**src/rtl/los_irq_bank.sv**
```systemverilog
module los_irq_bank #(
  parameter int NCH = 8,
  parameter int AW  = 2
) (
  input  logic           clk,
  input  logic           rst_n,
  input  logic [NCH-1:0] los_in,
  input  logic           bus_sel,
  input  logic           bus_wr,
  input  logic [AW-1:0]  bus_addr,
  input  logic [NCH-1:0] bus_wdata,
  output logic [NCH-1:0] bus_rdata,
  output logic           irq
);
  localparam logic [AW-1:0] A_MASK = AW'(0);
  localparam logic [AW-1:0] A_PEND = AW'(1);
  localparam logic [AW-1:0] A_LIVE = AW'(2);

  logic [NCH-1:0] sync_a, live, live_q, mask, pend;
  logic [NCH-1:0] change;
  logic           wr_mask, rd_live;

  assign wr_mask = bus_sel &&  bus_wr && bus_addr == A_MASK;
  assign rd_live = bus_sel && !bus_wr && bus_addr == A_LIVE;
  assign change  = live ^ live_q;

  always_ff @(posedge clk) begin
    if (!rst_n) begin
      sync_a <= '0;
      live   <= '0;
      live_q <= '0;
    end else begin
      sync_a <= los_in;
      live   <= sync_a;
      live_q <= live;
    end
  end

  always_ff @(posedge clk) begin
    if (!rst_n)       mask <= '0;
    else if (wr_mask) mask <= bus_wdata;
  end

  always_ff @(posedge clk) begin
    if (!rst_n) pend <= '0;
    else        pend <= (rd_live ? '0 : pend) | change;
  end

  always_comb begin
    case (bus_addr)
      A_MASK:  bus_rdata = mask;
      A_PEND:  bus_rdata = pend;
      A_LIVE:  bus_rdata = live;
      default: bus_rdata = '0;
    endcase
  end

  assign irq = |(pend & mask);

  AST_LIVE_DELAY: assert property (@(posedge clk) disable iff (!rst_n)
    ($past(rst_n) && $past(rst_n, 2)) |-> live == $past(los_in, 2));
  AST_MASK_LOAD: assert property (@(posedge clk) disable iff (!rst_n)
    wr_mask |=> mask == $past(bus_wdata));
  AST_MASK_HOLD: assert property (@(posedge clk) disable iff (!rst_n)
    !wr_mask |=> $stable(mask));
  AST_EDGE_RECORDED: assert property (@(posedge clk) disable iff (!rst_n)
    $past(rst_n) |-> (($past(live) ^ $past(live_q)) & ~pend) == '0);
  AST_PEND_STICKY: assert property (@(posedge clk) disable iff (!rst_n)
    ($past(rst_n) && !$past(rd_live)) |-> (pend & $past(pend)) == $past(pend));
  AST_ACK_CLEARS: assert property (@(posedge clk) disable iff (!rst_n)
    rd_live |=> (pend & ~$past(change)) == '0);
  AST_MASKED_QUIET: assert property (@(posedge clk) disable iff (!rst_n)
    (mask == '0) |-> !irq);
endmodule

```
**config.mk**
```make
export PLATFORM = sky130hd
export DESIGN_NAME = los_irq_bank
export DESIGN_NICKNAME = d
export VERILOG_FILES = /design/src/rtl/los_irq_bank.sv
export SDC_FILE = /design/constraint.sdc
export NUM_CORES = 1
export LEC_CHECK = 0
export BUFFER_PORTS_ARGS = -buffer_cell sky130_fd_sc_hd__buf_4
export CAP_MARGIN = 25
export CELL_PAD_IN_SITES_DETAIL_PLACEMENT = 0
export CELL_PAD_IN_SITES_GLOBAL_PLACEMENT = 1
export CORE_UTILIZATION = 37
export DETAILED_ROUTE_END_ITERATION = 8
export PLACE_DENSITY_LB_ADDON = 0.1
export SLEW_MARGIN = 20
export SYNTH_ARGS = -nofsm -noshare
export SYNTH_HDL_FRONTEND = slang
export SYNTH_SLANG_ARGS = --single-unit
```
**constraint.sdc**
```tcl
create_clock -name clk -period 0.9 [get_ports clk]
set_clock_uncertainty 0.05 [all_clocks]
set_input_delay 0.045 -clock clk [delete_from_list [all_inputs] [get_ports clk]]
set_output_delay 0.045 -clock clk [all_outputs]
set_load 0.005 [all_outputs]
```
After elaboration in Yosys (flattened, before gate mapping)

Index checks and enable logic that the tools add are counted.

Flip-flop bits (word level): 40
Memories kept: 0
Latch bits: 0
Input port bits: 22
ROM bits: 0
RAM bits: 0
Output and inout bits: 9

Order comparisons: 0
Multiply operators: 0
Equality and inequality tests: 2
Shifts and indexed selects: 0
$add $sub $neg: 0
Multiplexer cells: 2
Reductions and logical operators: 7
Bitwise gates (word level): 3
Divide/modulo/power cells: 0

Operators with widths:

| cell                                                            | number |
|---|---|
| 8-bit case mux with 3 select lines                              | 1 |
| 8-bit bitwise AND                                               | 1 |
| 8-bit two-way mux                                               | 1 |
| 8-bit OR                                                        | 1 |
| 8-bit OR reduction                                              | 1 |
| 8-bit XOR                                                       | 1 |
| 1-bit logical AND                                               | 4 |
| 2-bit by 1-bit == test with 1-bit output, second input constant | 1 |
| 2-bit == test, second input constant                            | 1 |
| 2-bit zero test                                                 | 1 |
| 1-bit zero test                                                 | 1 |

Depth between registers and ports, before layout

Depth in word-level cells: 5
Mapped depth: 4

Worst setup path after synthesis

Ideal clock, no wire load.

Path type: input port to flip-flop
Start: input bus_addr[1]
End: register mask[0]
Stages: 4
Data required time: 778 ps
Path slack: 8 ps
Library setup time: 72 ps
Buffers on the path: 2
Arrival: 771 ps
Cell sequence: buf_6 > nor4bb_4 > buf_6 > mux2i_1

Longest elaborated chain between the ends: 2

RTL lines:

| element                | line | source |
|---|---|---|
| start: declaration     | 10   | `input logic [AW-1:0] bus_addr,` |
| 2-bit zero test        | 23   | `assign wr_mask = bus_sel && bus_wr && bus_addr == A_MASK;` |
| 1-bit logical AND      | 23   |  |
| end signal: assignment | 41   | `else if (wr_mask) mask <= bus_wdata;` |
| end: declaration       | 19   | `logic [NCH-1:0] sync_a, live, live_q, mask, pend;` |

Every way passes these cells.
A chain may end at the register's enable or synchronous reset.

Worst setup path in the final report

Start: register pend[4]
End: output irq

Longest elaborated chain between the ends: 2

RTL lines:

| element                  | line | source |
|---|---|---|
| start: declaration       | 19   |  |
| start signal: assignment | 46   | `else pend <= (rd_live ? '0 : pend) \| change;` |
| 8-bit bitwise AND        | 58   | `assign irq = \|(pend & mask);` |
| 8-bit OR reduction       | 58   |  |
| end: declaration         | 13   | `output logic irq` |

Every way passes these cells.

==> tab_implementation.tex <==
\begin{tabular}{lr}
\hline
Metric & Value \\
\hline
\multicolumn{2}{l}{\textbf{Critical path}} \\
\quad Worst reg2reg path depth & 2 \\
\quad Required time of the critical path & 0.81 ns \\
\quad CP max-delay cell & sky130\_fd\_sc\_hd\_\_dfxtp\_2 \\
\quad Largest incremental delay on the critical path & 0.34 ns \\
\quad Start-to-end type of the worst setup path & flop to primary output \\
\quad Critical path fanouts, max & 3 \\
\quad Critical path depth in cells & 3 \\
\quad Worst R2R Start & live[4]\$\_SDFF\_PN0\_ \\
\quad Worst-case register-to-register setup slack & 0.11 ns \\
\quad Crit path DAT & 1.04 ns \\
\quad Capturing element type of the critical path & primary output \\
\quad Cell breakdown of the critical path & a22oi\_2 -> nand4\_1 -> buf\_4 \\
\quad Critical register-to-register path endpoint & pend[4]\$\_SDFF\_PN0\_ \\
\quad Sort of element at the start of the critical path & flop \\
\quad Buffers \& Inverters on Critical Path & 1 \\
\quad Category of cells accounting for the largest share of critical-path delay & flip-flops \\
\multicolumn{2}{l}{\textbf{STA}} \\
\quad Final Cycle Share & 1.26 \\
\quad Setup slack after layout & -0.236 ns \\
\quad Final setup violation count & 9 \\
\quad RSZ-0062 raised after global routing & true \\
\quad Max-slew violation count & 0 \\
\quad Count of endpoints failing hold in the final timing report & 0 \\
\quad Achievable Freq & 880 MHz \\
\quad Actual transition at the worst max-transition pin & 0.451 ns \\
\quad Crit path time final & 1.14 ns \\
\quad Relative slew slack & 0.699 \\
\multicolumn{2}{l}{\textbf{Logic synthesis}} \\
\quad Post-synthesis register bit count & 40 \\
\quad Synthesized instance count & 147 \\
\quad Area share of the largest cell type after synthesis & 0.512 \\
\quad Number of distinct library cells after synthesis & 14 \\
\quad Count of warnings emitted by yosys & 0 \\
\quad Area of the mapped netlist & 0.00156 mm² \\
\quad Number of nets produced by synthesis & 169 \\
\quad Top post-synthesis cells by area & sky130\_fd\_sc\_hd\_\_dfxtp\_1, sky130\_fd\_sc\_hd\_\_mux2i\_1, sky130\_fd\_sc\_hd\_\_and2\_1 \\
\quad Mean Syn Cell Area & 10.6 µm² \\
\quad Cell accounting for the most synthesized area & sky130\_fd\_sc\_hd\_\_dfxtp\_1 \\
\quad Register area share after synthesis & 0.512 \\
\multicolumn{2}{l}{\textbf{Floorplan}} \\
\quad Area of the die & 0.00449 mm² \\
\quad DIE HEIGHT & 67.0 µm \\
\quad I/O pin count & 31 \\
\quad Core Footprint & 0.00403 mm² \\
\quad Rows & 23 \\
\quad Die W & 67.0 µm \\
\quad Initial cell density of the core & 0.388 \\
\multicolumn{2}{l}{\textbf{Pwr}} \\
\quad Static leakage & 0.915 nW \\
\quad Overall power of the completed layout & 3.78 mW \\
\quad Maximum VDD drop & 0.00133 V \\
\quad Areal power density over the cells & 1760 mW/mm² \\
\multicolumn{2}{l}{\textbf{Layout}} \\
\quad Highest-count cells in the layout ignoring fill and taps & sky130\_fd\_sc\_hd\_\_buf\_4, sky130\_fd\_sc\_hd\_\_and2\_1, sky130\_fd\_sc\_hd\_\_nand2\_1, sky130\_fd\_sc\_hd\_\_dfxtp\_1 \\
\quad Final core occ & 0.532 \\
\quad Filler cell count in the final layout & 381 \\
\quad Layout cell share with drive strength beyond 1 & 0.330 \\
\quad Area added between synthesis and finish & 37.0\% \\
\quad Most frequent standard cell in the layout excluding fill and tap cells & sky130\_fd\_sc\_hd\_\_buf\_4 \\
\quad Final layout net count & 215 \\
\quad Diode count & 0 \\
\multicolumn{2}{l}{\textbf{Job}} \\
\quad Max-cap check violation count & 0 \\
\multicolumn{2}{l}{\textbf{Run status}} \\
\quad Failing checks & negative setup slack \\
\quad Status & finished, violations left \\
\multicolumn{2}{l}{\textbf{Routing}} \\
\quad Metal1 wirelength & 1.25 mm \\
\quad Number of DRC markers after the initial detailed-route iteration & 24 \\
\quad Routed length on met3 & 109 µm \\
\quad Residual DRC count & 0 \\
\quad Total number of vias & 1102 \\
\quad Detail-routed via count per cell & 4.52 \\
\quad Met2 layer wire length in the routed design & 1.43 mm \\
\quad Top Metal Used & met4 \\
\quad Drt first pass iters & 3 \\
\quad Residual antenna-violating net count after detailed routing & 0 \\
\quad Total Wirelength & 2.80 mm \\
\quad Wire per inst & 11.5 µm \\
\multicolumn{2}{l}{\textbf{CTS}} \\
\quad Number of buffers inserted during clock tree synthesis & 5 \\
\quad Clock tree from TritonCTS & built \\
\quad Post-CTS setup buffer count & 0 \\
\quad Clock insertion delay at the later pin of the skew report & 0.28 ns \\
\quad H-tree lvl count & 2 \\
\quad Buffer depth of the longest clock path & 2 \\
\quad Number of clock sinks seen by CTS & 40 \\
\quad Root buffer cell & sky130\_fd\_sc\_hd\_\_clkbuf\_8 \\
\quad Clock slew seen by the registers of the worst setup and hold paths & 0.07 ns \\
\multicolumn{2}{l}{\textbf{Placement}} \\
\quad Placer Congestion & 0.747 \\
\quad Number of input and output port buffers inserted & 30 \\
\quad HPWL after detailed placement & 1.92 mm \\
\multicolumn{2}{l}{\textbf{GRT}} \\
\quad GRT overflow & 0 \\
\quad Total global routing track utilization & 0.142 \\
\quad Number of global-route vias before repair & 1140 \\
\quad Wire length of the first global-routing pass & 4.69 mm \\
\quad Largest net degree at the start of global routing & 57 \\
\quad Antenna violations before repair & 0 \\
\multicolumn{2}{l}{\textbf{Hold path}} \\
\quad Number of cells on the worst hold path & 4 \\
\quad Hold Path Class & primary input to flop \\
\quad Capture endpoint of the worst hold path & mask[3]\$\_SDFFE\_PN0P\_ \\
\quad Start point of the worst hold path & bus\_addr[1] \\
\hline
\end{tabular}
sequential cells by signal, summed over array words and instances, names as in the netlist:
name / count
live: 8
live_q: 8
mask: 8
pend: 8
sync_a: 8
logic make-up after synthesis:
kind of cell | count (synthesis) | synth area share
buf+inv | 11 | 0.0448
simple gates | 52 | 0.187
flops | 40 | 0.512
compound gates | 20 | 0.109
xor+xnor | 8 | 0.0448
mux | 16 | 0.102
area by class of cell:
type                    count  area [µm²]  share of cell area
flip-flops and latches     40         823               0.384
multi-input cells          96         708               0.330
repair buffers             50         428               0.200
clock buffers               6        82.6              0.0385
well taps                  50        62.6              0.0292
clock inverters             2        38.8              0.0181
Yosys cell counts:
library cell and n:
sky130_fd_sc_hd__dfxtp_1 40, sky130_fd_sc_hd__and2_1 24, sky130_fd_sc_hd__nand2_1 24, sky130_fd_sc_hd__mux2i_1 16
sky130_fd_sc_hd__o2bb2ai_1 16, sky130_fd_sc_hd__xor2_1 8, sky130_fd_sc_hd__buf_2 5, sky130_fd_sc_hd__a22oi_1 4
sky130_fd_sc_hd__buf_6 3, sky130_fd_sc_hd__clkbuf_1 3, sky130_fd_sc_hd__and2b_2 1, sky130_fd_sc_hd__and4bb_2 1
sky130_fd_sc_hd__nand4_1 1, sky130_fd_sc_hd__nor4bb_4 1
how the worst max path moves through the flow:
stage / start / endpoint / slack, ns
final: pend[4]$_SDFF_PN0_ / irq / -0.24
after global routing: pend[4]$_SDFF_PN0_ / irq / -0.30
after CTS: mask[3]$_SDFFE_PN0P_ / irq / -0.28
after detailed placement: bus_addr[1] / mask[1]$_SDFFE_PN0P_ / -0.08
after global placement: bus_addr[1] / mask[2]$_SDFFE_PN0P_ / -0.05
after floorplan: bus_addr[1] / mask[0]$_SDFFE_PN0P_ / 0.008
metrics by stage:
| step | area (µm²) | worst slack (ns) | hold slack [ns] | TNS [ns] | std cells |
|---|---|---|---|---|---|
| 2_1_floorplan | 1560 | 0.00765 | 0.122 | 0 | 147 |
| 3_3_place_gp | 1820 | -0.0477 | 0.202 | -0.605 | 220 |
| 3_5_place_dp | 1820 | -0.0777 | 0.206 | -0.784 | 220 |
| 4_1_cts | 2140 | -0.277 | 0.135 | -1.82 | 244 |
| 5_1_grt | 2140 | -0.304 | 0.137 | -2.29 | 244 |
| 6_report | 2140 | -0.236 | 0.140 | -1.67 | 244 |
where the power goes:
group | switching, mW | leakage (nW) | internal [mW]
clock network | 0.599 | 0.0614 | 0.906
registers | 0.0526 | 0.335 | 1.86
logic | 0.137 | 0.518 | 0.228
total | 0.788 | 0.915 | 2.99
worst reg2reg max path, cell delays in order (launching register included):
cell and delay [ns]:
sky130_fd_sc_hd__dfxtp_1 0.37, sky130_fd_sc_hd__xor2_1 0.17, sky130_fd_sc_hd__o2bb2ai_1 0.13
per-layer routing:
layer | track usage | vias up
met1 | 0.149 | 491
met2 | 0.258 | 22
met3 | 0.0582 | 2
met4 | 0.0399 | 0
li1 | - | 587
met5 | 0 | -
what timing repair did:
item                       4_1_cts  5_1_grt
gates resized for setup         18        2
setup endpoints to repair        9        9
hold endpoints to repair        16        0
cloned                           0        0
pin swaps                       10        1
hold buffers                    16        0
Power figures use the tool's default switching activity.
